## config.mk

```make
export PLATFORM = sky130hd
export DESIGN_NAME = onebit_if_decimator
export DESIGN_NICKNAME = d
export VERILOG_FILES = /design/src/rtl/obd_pkg.sv /design/src/rtl/obd_packer.sv /design/src/rtl/obd_word_fifo.sv /design/src/rtl/obd_frame_tag.sv /design/src/rtl/obd_mix_fir.sv /design/src/rtl/onebit_if_decimator.sv
export SDC_FILE = /design/constraint.sdc
export NUM_CORES = 1
export LEC_CHECK = 0
export BUFFER_PORTS_ARGS = -buffer_cell sky130_fd_sc_hd__buf_2
export CAP_MARGIN = 20
export CELL_PAD_IN_SITES_DETAIL_PLACEMENT = 0
export CELL_PAD_IN_SITES_GLOBAL_PLACEMENT = 1
export CORE_ASPECT_RATIO = 0.8
export CORE_MARGIN = 5
export CORE_UTILIZATION = 46
export CTS_CLUSTER_SIZE = 30
export DETAILED_ROUTE_END_ITERATION = 16
export MAX_ROUTING_LAYER = met4
export PLACE_DENSITY = 0.86
export SYNTH_ARGS = -nofsm -noshare
export SYNTH_HDL_FRONTEND = slang
export SYNTH_SLANG_ARGS = --single-unit
```

## constraint.sdc

```tcl
create_clock -name clk -period 10.2 [get_ports clk]
set_input_delay 0.51 -clock clk [delete_from_list [all_inputs] [get_ports clk]]
set_output_delay 0.51 -clock clk [all_outputs]
set_load 0.02 [all_outputs]
```

## src/rtl/obd_pkg.sv

```systemverilog
package obd_pkg;

  // Coarse carrier sample, values in {-2,-1,1,2}
  typedef logic signed [2:0] mix_t;

  // Octant-centred cosine, 3-bit phase index
  function automatic mix_t carrier_cos(input logic [2:0] oct);
    case (oct)
      3'd0:    return mix_t'(2);
      3'd1:    return mix_t'(1);
      3'd2:    return mix_t'(-1);
      3'd3:    return mix_t'(-2);
      3'd4:    return mix_t'(-2);
      3'd5:    return mix_t'(-1);
      3'd6:    return mix_t'(1);
      default: return mix_t'(2);
    endcase
  endfunction

  // Octant-centred sine, 3-bit phase index
  function automatic mix_t carrier_sin(input logic [2:0] oct);
    case (oct)
      3'd0:    return mix_t'(1);
      3'd1:    return mix_t'(2);
      3'd2:    return mix_t'(2);
      3'd3:    return mix_t'(1);
      3'd4:    return mix_t'(-1);
      3'd5:    return mix_t'(-2);
      3'd6:    return mix_t'(-2);
      default: return mix_t'(-1);
    endcase
  endfunction

  // Triangular symmetric tap weight
  function automatic int unsigned tap_weight(input int unsigned k, input int unsigned ntaps);
    return (k + 1 < ntaps - k) ? k + 1 : ntaps - k;
  endfunction

endpackage

```

## src/rtl/obd_packer.sv

```systemverilog
module obd_packer #(
  parameter int DEC = 8
) (
  input  logic           clk,
  input  logic           rst,
  input  logic           in_bit,
  input  logic           in_valid,
  output logic [DEC-1:0] word,
  output logic           word_stb
);
  localparam int CW = $clog2(DEC);

  logic [CW-1:0] cnt;

  // word is the shift register itself; it is complete in the cycle word_stb is high
  always_ff @(posedge clk) begin
    if (in_valid) word[cnt] <= in_bit;
  end

  always_ff @(posedge clk) begin
    if (rst) begin
      cnt      <= '0;
      word_stb <= 1'b0;
    end else begin
      word_stb <= 1'b0;
      if (in_valid) begin
        if (cnt == CW'(DEC - 1)) begin
          cnt      <= '0;
          word_stb <= 1'b1;
        end else begin
          cnt <= cnt + 1'b1;
        end
      end
    end
  end
endmodule

```

## src/rtl/obd_word_fifo.sv

```systemverilog
module obd_word_fifo #(
  parameter int W     = 8,
  parameter int DEPTH = 16
) (
  input  logic         clk,
  input  logic         rst,
  input  logic         push,
  input  logic [W-1:0] wdata,
  input  logic         pop,
  output logic [W-1:0] rdata,
  output logic         empty,
  output logic         ovf
);
  localparam int AW = $clog2(DEPTH);

  logic [W-1:0] mem [DEPTH];
  logic [AW:0]  wp, rp;
  logic         full;

  assign empty = (wp == rp);
  assign full  = (wp[AW] != rp[AW]) && (wp[AW-1:0] == rp[AW-1:0]);

  // Block-RAM style: write port and registered read port, no reset
  always_ff @(posedge clk) begin
    if (push && !full) mem[wp[AW-1:0]] <= wdata;
  end

  always_ff @(posedge clk) begin
    if (pop) rdata <= mem[rp[AW-1:0]];
  end

  always_ff @(posedge clk) begin
    if (rst) begin
      wp  <= '0;
      rp  <= '0;
      ovf <= 1'b0;
    end else begin
      if (push && !full) wp <= wp + 1'b1;
      if (pop)           rp <= rp + 1'b1;
      if (push && full)  ovf <= 1'b1;
    end
  end
endmodule

```

## src/rtl/obd_frame_tag.sv

```systemverilog
module obd_frame_tag #(
  parameter int FRAME_OUT = 2046,
  parameter int TS_W      = 32
) (
  input  logic            clk,
  input  logic            rst,
  input  logic            adv,
  output logic            sof,
  output logic [TS_W-1:0] ts
);
  localparam int CW = $clog2(FRAME_OUT);

  logic [CW-1:0] cnt;

  assign sof = (cnt == '0);

  always_ff @(posedge clk) begin
    if (rst) begin
      cnt <= '0;
      ts  <= '0;
    end else if (adv) begin
      if (cnt == CW'(FRAME_OUT - 1)) begin
        cnt <= '0;
        ts  <= ts + 1'b1;
      end else begin
        cnt <= cnt + 1'b1;
      end
    end
  end
endmodule

```

## src/rtl/obd_mix_fir.sv

```systemverilog
module obd_mix_fir
  import obd_pkg::*;
#(
  parameter int DEC   = 8,
  parameter int PHW   = 32,
  parameter int OUT_W = 10,
  parameter int TS_W  = 32
) (
  input  logic                    clk,
  input  logic                    rst,
  input  logic [PHW-1:0]          phase_inc,
  input  logic                    fifo_empty,
  input  logic [DEC-1:0]          fifo_rdata,
  output logic                    fifo_pop,
  input  logic                    sof_in,
  input  logic [TS_W-1:0]         ts_in,
  output logic                    adv,
  input  logic                    out_ready,
  output logic                    out_valid,
  output logic signed [OUT_W-1:0] out_i,
  output logic signed [OUT_W-1:0] out_q,
  output logic                    out_sof,
  output logic [TS_W-1:0]         out_tstamp
);
  localparam int NT = 2 * DEC;

  function automatic logic signed [OUT_W-1:0] widen(input mix_t v);
    return {{(OUT_W-3){v[2]}}, v};
  endfunction

  logic           w_valid;
  logic [PHW-1:0] phase;
  mix_t cur_i [DEC];
  mix_t cur_q [DEC];
  mix_t prv_i [DEC];
  mix_t prv_q [DEC];
  logic signed [OUT_W-1:0] acc_i, acc_q;

  assign adv      = w_valid && (!out_valid || out_ready);
  assign fifo_pop = !fifo_empty && (!w_valid || adv);

  // Per-sample carrier and mixing for the staged word
  for (genvar j = 0; j < DEC; j++) begin : g_mix
    mix_t c_j, s_j;
    assign c_j = carrier_cos(3'((phase + PHW'(j) * phase_inc) >> (PHW - 3)));
    assign s_j = carrier_sin(3'((phase + PHW'(j) * phase_inc) >> (PHW - 3)));
    assign cur_i[j] = fifo_rdata[j] ? c_j : -c_j;
    assign cur_q[j] = fifo_rdata[j] ? -s_j : s_j;
  end

  // Folded symmetric FIR over previous and current word
  always_comb begin
    acc_i = '0;
    acc_q = '0;
    for (int k = 0; k < DEC; k++) begin
      logic signed [OUT_W-1:0] pre_i, pre_q, wt;
      pre_i = widen(prv_i[k]) + widen(cur_i[DEC-1-k]);
      pre_q = widen(prv_q[k]) + widen(cur_q[DEC-1-k]);
      wt    = $signed(OUT_W'(tap_weight(k, NT)));
      acc_i = acc_i + pre_i * wt;
      acc_q = acc_q + pre_q * wt;
    end
  end

  always_ff @(posedge clk) begin
    if (rst) begin
      w_valid    <= 1'b0;
      out_valid  <= 1'b0;
      phase      <= '0;
      out_i      <= '0;
      out_q      <= '0;
      out_sof    <= 1'b0;
      out_tstamp <= '0;
      for (int k = 0; k < DEC; k++) begin
        prv_i[k] <= '0;
        prv_q[k] <= '0;
      end
    end else begin
      if (fifo_pop)      w_valid <= 1'b1;
      else if (adv)      w_valid <= 1'b0;
      if (adv) begin
        out_valid  <= 1'b1;
        out_i      <= acc_i;
        out_q      <= acc_q;
        out_sof    <= sof_in;
        out_tstamp <= ts_in;
        phase      <= phase + PHW'(DEC) * phase_inc;
        prv_i      <= cur_i;
        prv_q      <= cur_q;
      end else if (out_ready) begin
        out_valid <= 1'b0;
      end
    end
  end
endmodule

```

## src/rtl/onebit_if_decimator.sv

```systemverilog
module onebit_if_decimator #(
  parameter int DEC        = 8,
  parameter int FRAME_IN   = 16368,
  parameter int PHW        = 32,
  parameter int OUT_W      = 10,
  parameter int TS_W       = 32,
  parameter int FIFO_DEPTH = 16
) (
  input  logic             clk,
  input  logic             rst,
  input  logic             in_bit,
  input  logic             in_valid,
  input  logic [PHW-1:0]   phase_inc,
  input  logic             out_ready,
  output logic             out_valid,
  output logic [OUT_W-1:0] out_i,
  output logic [OUT_W-1:0] out_q,
  output logic             out_sof,
  output logic [TS_W-1:0]  out_tstamp,
  output logic             overflow
);
  localparam int FRAME_OUT = FRAME_IN / DEC;

  logic [DEC-1:0]  pk_word, f_rdata;
  logic            pk_stb, f_empty, f_pop, adv, sof_n;
  logic [TS_W-1:0] ts_n;

  obd_packer #(.DEC(DEC)) packer_i (
    .clk(clk), .rst(rst), .in_bit(in_bit), .in_valid(in_valid),
    .word(pk_word), .word_stb(pk_stb)
  );

  obd_word_fifo #(.W(DEC), .DEPTH(FIFO_DEPTH)) fifo_i (
    .clk(clk), .rst(rst), .push(pk_stb), .wdata(pk_word), .pop(f_pop),
    .rdata(f_rdata), .empty(f_empty), .ovf(overflow)
  );

  obd_frame_tag #(.FRAME_OUT(FRAME_OUT), .TS_W(TS_W)) frame_i (
    .clk(clk), .rst(rst), .adv(adv), .sof(sof_n), .ts(ts_n)
  );

  obd_mix_fir #(.DEC(DEC), .PHW(PHW), .OUT_W(OUT_W), .TS_W(TS_W)) dp_i (
    .clk(clk), .rst(rst), .phase_inc(phase_inc),
    .fifo_empty(f_empty), .fifo_rdata(f_rdata), .fifo_pop(f_pop),
    .sof_in(sof_n), .ts_in(ts_n), .adv(adv),
    .out_ready(out_ready), .out_valid(out_valid),
    .out_i(out_i), .out_q(out_q), .out_sof(out_sof), .out_tstamp(out_tstamp)
  );
endmodule

```

; ---- Yosys cells after proc, flatten, opt, wreduce, memory -nomap -nowiden
; Memory sizes are Yosys's and may differ from the RTL's. A register that Yosys moved wholly into a read port is not among the register bits.
; Cells that the tools add are included.
[word_totals]
output_inout_bits = 55
n_memories = 1
word_cells = 276
register_bits = 201
ram_bits = 128
[op_classes]
n_mul = 12
n_mux = 44
addsub = 59
magnitude_cmp = 2
reduce_logical = 73
n_bitwise = 1
eq_ne = 53
[memory_table]
columns = memory, words, word_bits, rd, rd_clocked_by_memory_dff, write_ports, line
row1 = fifo_i.mem, 16, 8, 1, 1, 1, obd_word_fifo.sv:16  ; logic [W-1:0] mem [DEPTH];
[op_table]
columns = op, count
row1 = adder 32 bit, 8
row2 = case mux 3 bit (3 select lines), 16
row3 = adder 10 bit, 14
row4 = OR reduction 2 bit, 49
row5 = equality test 3 bit (second input constant), 25
row6 = adder 3 x 3 -> 4 bit, 16
row7 = multiplier 3 x 32 -> 32 bit (first input constant), 2
row8 = two-way mux 3 bit, 17
row9 = equality test 3 x 2 -> 1 bit (second input constant), 16
row10 = negation 3 bit, 16
row11 = multiplier 10 x 4 -> 10 bit (second input constant), 4
row12 = adder 32 x 1 -> 32 bit (second input constant), 1
row13 = multiplier 2 x 32 -> 31 bit (first input constant), 1
row14 = multiplier 2 x 32 -> 32 bit (first input constant), 1
row15 = equality test 3 x 1 -> 1 bit (second input constant), 8
row16 = zero test 3 bit, 8
row17 = multiplier 10 x 3 -> 10 bit (second input constant), 2
row18 = multiplier 10 x 3 -> 9 bit (second input constant), 2
row19 = adder 11 x 1 -> 11 bit (second input constant), 1
row20 = equality test 11 bit (second input constant), 1
row21 = zero test 11 bit, 1
row22 = two-way mux 11 bit, 1
row23 = adder 5 x 1 -> 5 bit (second input constant), 2
row24 = bitwise mux 8 bit, 1
row25 = other kinds (14), 31

; ---- Longest topological paths before layout
; Gate-level depths: netlist of the first run.
[depth]
depth_word = 15
depth_mapped = 53
ltp_nobuf = 53

; ---- By module
; Synthesis of the first run repeated with hierarchy kept, for this count alone.
[hier_totals]
cells_unflattened = 3198
hier_area_um2 = 31222.4
[modules_own_cells]
columns = mod, instances, area_each_um2, cells_per_inst
row1 = obd_mix_fir, 1, 22736.8, 2618
row2 = obd_word_fifo, 1, 5931.9, 301
row3 = obd_frame_tag, 1, 2093.3, 244
row4 = obd_packer, 1, 460.4, 35

; ---- Least setup slack after synthesis of the first run
; No wires, ideal clock.
[synth_timing]
path_type = in2reg
startpoint = input port phase_inc[0]
endpoint = register dp_i.out_q[8]
required_time_ps = 10130
n_path_buf = 1
setup_time_ps = 70
arrival_time_ps = 10525
stages = 50
slack_ps = -395
cell_sequence = ha_1 -> fa_1 -> a21o_1 -> a21oi_1 -> o21ai_0 -> o21a_1 -> a21o_1 -> a21oi_1 -> nor2b_1 -> o21ai_0 -> a21boi_0 -> ha_1 -> a21o_1 -> a21o_1 -> a21o_1 -> a21o_1 -> a21oi_1 -> o21ai_0 -> [... 14 more ...] -> fa_1 -> fa_1 -> fa_1 -> inv_1 -> fa_1 -> inv_1 -> fa_1 -> inv_1 -> fa_1 -> inv_1 -> ha_1 -> a21o_1 -> a21o_1 -> a21o_1 -> a21oi_1 -> xnor2_1 -> nand2_1 -> a21oi_1
[synth_lines]
columns = item, line
row1 = start: declaration, onebit_if_decimator.sv:13  ; input logic [PHW-1:0] phase_inc,
row2 = end signal: assignment, obd_mix_fir.sv:84  ; out_q <= acc_q;
row3 = end: declaration, obd_mix_fir.sv:21  ; output logic signed [OUT_W-1:0] out_q,

==> results.py, run 1 <==
metrics = {
    "cts": {
        "cts_tree": "done",
        "cts_buffers": 38,
        "clk_latency_ps": 570,
        "path_clk_slew_ps": 70,
        "root_buffer": "clkbuf_16",
        "h-tree-depth": 2,
        "cts_sinks": 334,
        "clockBufferDepth": 3,
    },
    "worst_setup_path": {
        "cp.required_ps": 10700,
        "critPathLaunchType": "register",
        "criticalPathCategory": "register to register",
        "cp.arrival_ps": 10620,
        "worstPathMaxFanout": 4,
        "r2r_start": "dp_i.phase[7]$_SDFFE_PP0P_",
        "critical_path.most_common_cell": "fa_1",
        "crit_start": "dp_i.phase[7]$_SDFFE_PP0P_",
        "max_stage_delay_ps": 570,
        "crit_path_end_kind": "register",
        "crit_slowest_cell": "fa_1",
    },
    "run": {
        "drv_cap": 0,
    },
    "sta": {
        "finalHoldViolCount": 0,
        "setup_viol": 0,
        "final.min_clock_period_ps": 10130,
        "finalMaxSlewViolations": 0,
        "fmaxAchievable_ghz": 0.09876,
        "worstMarginPinSlew_ps": 1081,
        "fin_tns_setup_ps": 0,
        "relSlewSlack_pct": 27.65,
        "period_share_pct": 99.27,
        "rsz0062_at_grt": "true",
        "finClkSkew_ps": 22.27,
    },
    "die": {
        "core-area_um2": 65580,
        "rows": 84,
        "chipWidth_um": 297.4,
        "start_util_pct": 46.36,
        "ios": 92,
        "die_area_um2": 71370,
        "die_h_um": 240.0,
    },
    "global_routing": {
        "grt_pass1_vias": 23230,
        "grt_overflow": 0,
        "track_usage_pct": 21.81,
        "grt_max_degree": 85,
        "antenna_found_initial": 2,
        "grt_pass1_wl_mm": 122.9,
    },
    "drt": {
        "drt_iter0_drc": 1549,
        "ant_nets": 0,
        "drc_errors": 0,
        "totalWireLength_mm": 76.03,
        "wl_per_cell_um": 17.68,
        "first_pass_iters": 5,
        "vias": 23070,
        "viasPerCell": 5.364,
    },
    "cells_and_area": {
        "fin_area_um2": 35420,
        "fillers": 5798,
        "fin_nets": 4127,
        "syn2layout_area_growth_pct": 16.50,
        "final_util_pct": 54.01,
        "drive_above_1_share_pct": 17.18,
    },
    "place": {
        "gp_congestion": 0.8727,
        "postPlaceCellArea_um2": 33520,
        "io_buffers": 91,
        "dp.final_hpwl_mm": 57.72,
    },
    "outcome": {
        "status": "complete, no violations",
    },
    "yosys": {
        "syn_avg_cell_area_um2": 9.814,
        "ys_ff_latch": 334,
        "syn_area_um2": 30400,
        "synthFlopType": "dfxtp_1",
        "syn_inst": 3098,
        "synth_common_cells": "ha_1, inv_1, nand2_1",
        "synth_area_leaders": "ha_1, fa_1, edfxtp_1",
        "yosysMostFrequentCell": "ha_1",
        "synth_cell_types": 86,
        "syn_nets": 3814,
        "ys_seq_area_share_pct": 26.73,
        "synth_warnings": 0,
        "yosysTopAreaCellShare_pct": 18.23,
        "yosysTopAreaCell": "ha_1",
        "synthArstFlopShare_pct": 0,
        "synth_edf_count": 144,
    },
    "worst_hold_path": {
        "hp-start": "in_bit",
        "worstHoldPathType": "input port to register",
    },
}
-- area by class of cell --
cell class | instances | area (µm²) | share of cell area (%)
Multi-Input combinational cell | 2259 | 20900 | 59.00
Sequential cell | 334 | 8129 | 22.95
Timing Repair Buffer | 349 | 2451 | 6.920
Inverter | 429 | 1610 | 4.546
Tap cell | 860 | 1076 | 3.038
Clock buffer | 44 | 993.5 | 2.805
Clock inverter | 25 | 260.3 | 0.7347
Antenna cell | 1 | 2.502 | 0.007065
-- worst max-delay path: cells and delay by family (launching register included) --
family	cells	cell delay, ps
fa+ha+maj	12	5150
compound gates	12	2100
simple gates	5	810
mux	2	650
buf+inv	7	600
xor+xnor	3	410
flops	1	310
-- logic make-up (layout without fill, tap and decap cells) --
group / Yosys count / count (layout) / synth area share, %
AO/OA/AOI/OAI: 586 / 586 / 12.40
XOR/XNOR: 189 / 189 / 5.568
adder cells (fa/ha/maj): 679 / 679 / 33.77
buffers and inverters: 505 / 847 / 6.280
flip-flops: 334 / 334 / 26.73
multiplexers: 69 / 69 / 3.984
other: 0 / 1 / 0
AND/OR/NAND/NOR: 736 / 736 / 11.27
-- layout by cell type (no fill, tap or decap), types with 11 or more instances in the layout --
cell type and instances:
a2111oi_0 12, a211oi_1 33, a21o_1 87, a21oi_1 202, a21oi_2 14, a31oi_1 14, and2_1 22, and3_1 20
buf_2 88, buf_4 254, clkbuf_16 38, clkinv_2 11, dfxtp_1 189, edfxtp_1 144, fa_1 231, ha_1 424
ha_4 12, inv_1 419, mux2_2 13, mux2i_1 12, mux4_2 40, nand2_1 256, nand2b_1 17, nand3_1 53
nand4_1 34, nor2_1 184, nor2b_1 23, nor3_1 46, o21a_1 13, o21ai_0 81, o21ai_1 12, o21bai_1 17
or2_2 11, or3_1 13, xnor2_1 97, xor2_1 82
-- what timing repair did --
item                                    in CTS  in global routing
pin swaps                                   62                 78
gates resized for setup                     42                 68
buffers inserted                            17                  5
hold buffers                                 0                  0
endpoints found under the setup margin       8                 11
-- path summary, 6_finish.rpt --
kind	end	slack (ps)	cells past startpoint
setup reg to reg	dp_i.out_i[9]$_SDFFE_PP0P_	70	41
hold / removal	packer_i.word[4]$_DFFE_PP_	240	1
setup / recovery	dp_i.out_i[9]$_SDFFE_PP0P_	70	41
hold reg to reg	dp_i.out_tstamp[12]$_SDFFE_PP0P_	450	2
-- routing by layer --
| metal | vias to the layer above | track usage (%) | part of all wire [%] |
|---|---|---|---|
| met1 | 11110 | 30.27 | 47 |
| li1 | 11310 | - | - |
| met4 | 0 | 4.667 | 1.9 |
| met2 | 563 | 33.66 | 44 |
| met5 | - | - | 0 |
| met3 | 90 | 4.144 | 6.4 |
-- through the flow --
stage / hold slack [ps] / cells / worst slack, ps
after global routing: 237.9 / 4301 / -405.6
after CTS: 219.0 / 4298 / -8.592
after floorplan: 437.1 / 3098 / -1.044
final: 243.0 / 4301 / 74.19
after detailed placement: 443.0 / 4212 / -872.5
after global placement: 440.6 / 4212 / -713.0
-- registers in the layout, indices dropped and copies added, names as in the netlist, 10 cells and up --
name / cells
dp_i.out_i: 10
dp_i.prv_q: 24
dp_i.prv_i: 24
frame_i.cnt: 11
dp_i.out_tstamp: 32
dp_i.out_q: 10
frame_i.ts: 32
dp_i.phase: 29
fifo_i.mem: 128
Power of run 1 is left out: the tool's default activity adds up to more than one toggle a clock period on the data nets, which glitch-free logic cannot reach.
==> run 2, diff against run 1 <==
Settings changed: SYNTH_HIERARCHICAL set to 1.
==> run 2 against run 1 <==
Against the previous run:
- wire length about the same
- cell count grew 1.4%
- critical path depth increased by 6
- design area shrank 0.72%
- die area up 2.6%
- first-iteration DRC count grew 19%
==> results.py, run 2 <==
metrics = {
    "die": {
        "die_area_um2": 73220,
        "rows": 85,
        "die_h_um": 243.0,
        "start_util_pct": 46.38,
        "core-area_um2": 67320,
        "ios": 92,
        "chipWidth_um": 301.3,
    },
    "drt": {
        "viasPerCell": 5.463,
        "drt_iter0_drc": 1850,
        "totalWireLength_mm": 75.97,
        "vias": 23830,
        "first_pass_iters": 5,
        "wl_per_cell_um": 17.41,
        "drc_errors": 0,
        "ant_nets": 0,
    },
    "yosys": {
        "ys_ff_latch": 334,
        "syn_avg_cell_area_um2": 9.763,
        "syn_area_um2": 31220,
        "syn_nets": 3909,
        "yosysMostFrequentCell": "inv_1",
        "synth_edf_count": 144,
        "ys_seq_area_share_pct": 26.03,
        "synth_area_leaders": "ha_1, fa_1, edfxtp_1",
        "synth_cell_types": 113,
        "synth_warnings": 6,
        "syn_inst": 3198,
        "yosysTopAreaCell": "ha_1",
        "synthArstFlopShare_pct": 0,
        "yosysTopAreaCellShare_pct": 17.47,
        "synth_common_cells": "inv_1, ha_1, nand2_1",
        "synthFlopType": "dfxtp_1",
    },
    "place": {
        "dp.final_hpwl_mm": 58.18,
        "postPlaceCellArea_um2": 33840,
        "gp_congestion": 0.9121,
        "io_buffers": 91,
    },
    "cells_and_area": {
        "n_antenna_cell": 0,
        "multiInputGateArea_um2": 21070,
        "fin_area_um2": 35170,
        "drive_above_1_share_pct": 13.42,
        "regArea_um2": 8133,
        "fillers": 6075,
        "final_common_cell": "inv_1",
        "syn2layout_area_growth_pct": 12.63,
        "fin_nets": 4134,
        "layout_common_cells": "inv_1, ha_1, nand2_1",
        "largest_reg_flops": 128,
    },
    "global_routing": {
        "grt_overflow": 0,
        "antenna_found_initial": 0,
        "grt_pass1_vias": 23790,
        "grt_max_degree": 85,
        "track_usage_pct": 21.39,
        "grt_pass1_wl_mm": 125.9,
    },
    "sta": {
        "fmaxAchievable_ghz": 0.1040,
        "setup_viol": 0,
        "period_share_pct": 94.24,
        "finalHoldViolCount": 0,
        "finalMaxSlewViolations": 0,
        "fin_tns_setup_ps": 0,
        "relSlewSlack_pct": 34.65,
        "final.min_clock_period_ps": 9612,
        "finClkSkew_ps": 23.77,
        "worstMarginPinSlew_ps": 976.6,
    },
    "cts": {
        "h-tree-depth": 2,
        "cts_tree": "done",
        "clk_latency_ps": 540,
        "root_buffer": "clkbuf_16",
        "cts_sinks": 334,
        "path_clk_slew_ps": 70,
        "cts_buffers": 35,
        "clockBufferDepth": 3,
    },
    "worst_hold_path": {
        "whs_path_depth": 1,
        "worstHoldPathType": "input port to register",
        "whs_endpoint": "packer_i/word[0]$_DFFE_PP_",
        "hp-start": "in_bit",
    },
    "worst_setup_path": {
        "path_buf_inv": 12,
        "cp.required_ps": 10600,
        "r2r_start": "dp_i/phase[13]$_SDFFE_PP0P_",
        "cp.arrival_ps": 10010,
        "critPathLaunchType": "input port",
        "ff2ff_setup_slack_ps": 650,
        "path_delay_family": "adder cells",
        "r2r-end": "dp_i/out_q[9]$_SDFFE_PP0P_",
        "crit_path_end_kind": "register",
        "worstPathMaxFanout": 6,
        "critical_path.most_common_cell": "inv_1",
        "criticalPathCategory": "input port to register",
        "max_stage_delay_ps": 580,
        "ff2ff_path_depth": 40,
        "crit_slowest_cell": "fa_1",
    },
    "outcome": {
        "status": "complete, no violations",
    },
    "run": {
        "drv_cap": 0,
    },
}
-- run 2: worst max path at each step --
stage            startpoint                    endpoint  slack, ps  cells past startpoint
2_1_floorplan  phase_inc[0]  dp_i/out_i[9]$_SDFFE_PP0P_        180                     44
3_3_place_gp   phase_inc[1]  dp_i/out_i[9]$_SDFFE_PP0P_       -470                     43
3_5_place_dp   phase_inc[1]  dp_i/out_i[9]$_SDFFE_PP0P_       -550                     43
4_1_cts        phase_inc[0]  dp_i/out_i[9]$_SDFFE_PP0P_         90                     44
5_1_grt        phase_inc[1]  dp_i/out_i[9]$_SDFFE_PP0P_        -10                     48
6_report       phase_inc[1]  dp_i/out_i[9]$_SDFFE_PP0P_        590                     47
-- run 2: cell families (layout without fill, tap and decap cells) --
kind of cell,Yosys count,after routing,share of synthesized area (%)
simple gates,792,792,12.93
fa+ha+maj,674,674,32.73
compound gates,647,647,13.77
buf+inv,537,789,6.676
flops,334,334,26.03
xor+xnor,148,148,4.328
mux,66,66,3.535
-- run 2: layer usage --
layer,vias up,share of wire [%],global-route usage [%]
met5,-,0,-
met1,11500,49,30.89
met2,526,44,32.43
met4,0,1.8,3.970
li1,11730,-,-
met3,76,5.6,3.198
-- run 2: what timing repair did --
item                                   4_1_cts  5_1_grt
endpoints found under the hold margin        0        0
pin swaps                                    0       13
gates cloned                                 0        0
setup endpoints to repair                    1        9
hold buffers                                 0        0
resized for setup                            1       21
setup buffers                                0        0
-- run 2: stage by stage --
| stage | util, % | hold WS, ps | worst slack, ps | std cells |
|---|---|---|---|---|
| after floorplan | - | 436.2 | 181.7 | 3198 |
| after global placement | 50.27 | 442.1 | -465.4 | 4297 |
| after detailed placement | 50.27 | 446.3 | -548.2 | 4297 |
| after CTS | 52.13 | 215.9 | 94.96 | 4361 |
| after global routing | 52.24 | 244.9 | -13.10 | 4363 |
| final | 52.24 | 242.1 | 587.9 | 4363 |
-- run 2: layout make-up --
class                      instances  share of cell area [%]
tap                              913                   3.248
sequential                       334                   23.13
timing repair buffer             284                   5.444
multi-input combinational       2327                   59.92
clock inverter                    23                  0.9037
clock buffer                      41                   2.640
inverter                         441                   4.714
-- run 2: worst register-to-register path: cells and delay by family, from the launching register on --
kind                     cells  cell delay (ps)
AO/OA/AOI/OAI               11             2220
flip-flops                   1              500
buffers and inverters        9              710
XOR/XNOR                     2              390
adder cells (fa/ha/maj)     13             4730
multiplexers                 2              380
AND/OR/NAND/NOR              3              480
Power of run 2 is left out for the same reason.
==> run 3, diff against run 2 <==
Settings changed: ABC_AREA set to 1, CORE_UTILIZATION 46 to 44.
==> run 3 against run 2 <==
Against the previous run:
- non-clock buffer count is 150 lower
- synthesized cell count is 35% higher
- worst hold slack got worse by 21 ps
- via count rose by 19%
- maximum frequency grew 2.4%
- flip-flop and latch count did not move
- design area grew 4.0%
- largest cell class unchanged
==> results.py, run 3 <==
metrics = {
    "cells_and_area": {
        "n_antenna_cell": 0,
        "multiInputGateArea_um2": 22130,
        "layout_common_cells": "inv_1, nand2_1, nor2_1",
        "regArea_um2": 8130,
        "fillers": 7423,
        "largest_reg_flops": 128,
        "drive_above_1_share_pct": 6.788,
        "final_common_cell": "inv_1",
        "fin_nets": 5131,
        "syn2layout_area_growth_pct": 9.129,
    },
    "global_routing": {
        "grt_overflow": 0,
        "grt_pass1_wl_mm": 145.6,
        "grt_pass1_vias": 27490,
        "grt_max_degree": 95,
        "track_usage_pct": 22.41,
        "antenna_found_initial": 0,
    },
    "yosys": {
        "syn_inst": 4316,
        "synth_top_family_by_area": "adder cells",
        "synth_edf_count": 144,
        "ys_seq_area_share_pct": 24.25,
        "yosysMostFrequentCell": "inv_1",
        "synthMuxAreaShare_pct": 0,
        "synth_cell_types": 63,
        "synth_xor_area_share_pct": 3.054,
        "synth_fa_ha_area_share_pct": 30.50,
        "synthArstFlopShare_pct": 0,
        "syn_area_um2": 33510,
        "yosysTopAreaCellShare_pct": 16.28,
        "yosys.area_share.simple_pct": 20.69,
        "syn_avg_cell_area_um2": 7.765,
        "yosysTopAreaCell": "ha_1",
        "ys_ff_latch": 334,
        "synthFlopType": "dfxtp_1",
        "syn_nets": 5027,
        "synth_area_leaders": "ha_1, fa_1, edfxtp_1",
        "synth-compound-area-share_pct": 11.78,
        "synth_warnings": 6,
        "synth_common_cells": "inv_1, nand2_1, nor2_1",
    },
    "cts": {
        "cts_hold_buf": 0,
        "clk_latency_ps": 560,
        "cts.repair_timing.setup_buffer_count": 0,
        "cts_tree": "done",
        "cts_buffers": 39,
        "h-tree-depth": 2,
        "root_buffer": "clkbuf_16",
        "cts_sinks": 334,
        "clockBufferDepth": 3,
        "cts_resized": 0,
        "path_clk_slew_ps": 60,
    },
    "sta": {
        "final.min_clock_period_ps": 9386,
        "fin_tns_setup_ps": 0,
        "finClkSkew_ps": 17.96,
        "fmaxAchievable_ghz": 0.1065,
        "finalMaxSlewViolations": 0,
        "setup_viol": 0,
        "worst_slack_ps": 814.2,
        "rsz0062_at_grt": "false",
        "worstMarginPinSlew_ps": 1054,
        "finalHoldViolCount": 0,
        "relSlewSlack_pct": 29.71,
        "period_share_pct": 92.02,
    },
    "run": {
        "drv_cap": 0,
    },
    "worst_setup_path": {
        "critPathLaunchType": "register",
        "cp.required_ps": 10640,
        "path_depth": 43,
        "crit_slowest_cell": "dfxtp_1",
        "max_stage_delay_ps": 610,
        "worstPathMaxFanout": 9,
        "path_buf_inv": 10,
        "critical_path.most_common_cell": "inv_1",
        "crit_path_end_kind": "register",
        "cp.arrival_ps": 9830,
        "ff2ff_path_depth": 43,
        "path_delay_family": "adder cells",
        "criticalPathCategory": "register to register",
    },
    "place": {
        "gp_congestion": 0.9108,
        "dp.final_hpwl_mm": 71.10,
        "io_buffers": 91,
        "place_ws_ps": 155.5,
    },
    "die": {
        "ios": 92,
        "die_h_um": 256.8,
        "chipWidth_um": 318.6,
        "start_util_pct": 44.42,
        "core-area_um2": 75450,
        "rows": 90,
        "die_area_um2": 81820,
    },
    "worst_hold_path": {
        "whs_path_depth": 1,
        "worstHoldPathType": "input port to register",
    },
    "drt": {
        "drc_errors": 0,
        "wl_per_cell_um": 16.50,
        "totalWireLength_mm": 90.10,
        "vias": 28270,
        "ant_nets": 0,
        "drt_iter0_drc": 1901,
        "first_pass_iters": 5,
        "viasPerCell": 5.177,
    },
    "outcome": {
        "status": "complete, no violations",
    },
}
-- run 3: changes by cell type after synthesis, moves of 39 or more --
cell     before  now
nand3_1      82  209
a21o_1       62   23
o21ai_0      80  261
a21oi_1     242  290
nand2_1     245  746
xnor2_1      92   44
inv_1       440  769
nor2_1      149  496
-- run 3: cells by family (layout without fill, tap and decap cells) --
logic type               count (synthesis)  count (layout)
adder cells (fa/ha/maj)                674             674
flip-flops                             334             334
AND/OR/NAND/NOR                       1629            1629
XOR/XNOR                               116             116
AO/OA/AOI/OAI                          710             710
buffers and inverters                  853             986
-- run 3: worst reg2reg max path: cells and delay by family, from the launching register on --
| family | cells | cell delay (ps) |
|---|---|---|
| fa+ha+maj | 13 | 4700 |
| compound gates | 8 | 1490 |
| simple gates | 9 | 1020 |
| buf+inv | 10 | 790 |
| xor+xnor | 3 | 660 |
| flops | 1 | 610 |
-- run 3: metrics by stage --
stage,instances,hold slack [ps],utilization [%],instance area (µm²)
global route,5461,209.9,48.47,36570
finish,5461,221.3,48.47,36570
global placement,5390,456.7,46.71,35250
floorplan,4316,441.6,-,33510
CTS,5460,180.0,48.46,36560
detailed placement,5390,463.2,46.71,35250
-- run 3: final timing paths --
kind / from / endpoint / slack (ps)
max: dp_i/phase[4]$_SDFFE_PP0P_ / dp_i/out_q[9]$_SDFFE_PP0P_ / 810
min: in_bit / packer_i/word[6]$_DFFE_PP_ / 220
min reg2reg: dp_i/out_i[3]$_SDFFE_PP0P_ / dp_i/out_i[3]$_SDFFE_PP0P_ / 480
max reg2reg: dp_i/phase[4]$_SDFFE_PP0P_ / dp_i/out_q[9]$_SDFFE_PP0P_ / 810
-- run 3: area by class of cell --
cell class,instances,share of cell area [%]
clock buffers,51,2.901
clock inverters,19,0.7048
inverters,782,8.054
multi-input cells,3129,60.52
flip-flops and latches,334,22.23
well taps,1012,3.462
repair buffers,134,2.128
-- run 3: metal layers --
layer / vias up / global-route usage [%] / wire length (µm)
li1: 14210 / - / -
met3: 102 / 3.792 / 6224
met1: 13300 / 32.56 / 44280
met2: 666 / 33.09 / 37860
met5: - / - / 0
met4: 0 / 4.634 / 1734
Power of run 3 is left out for the same reason.
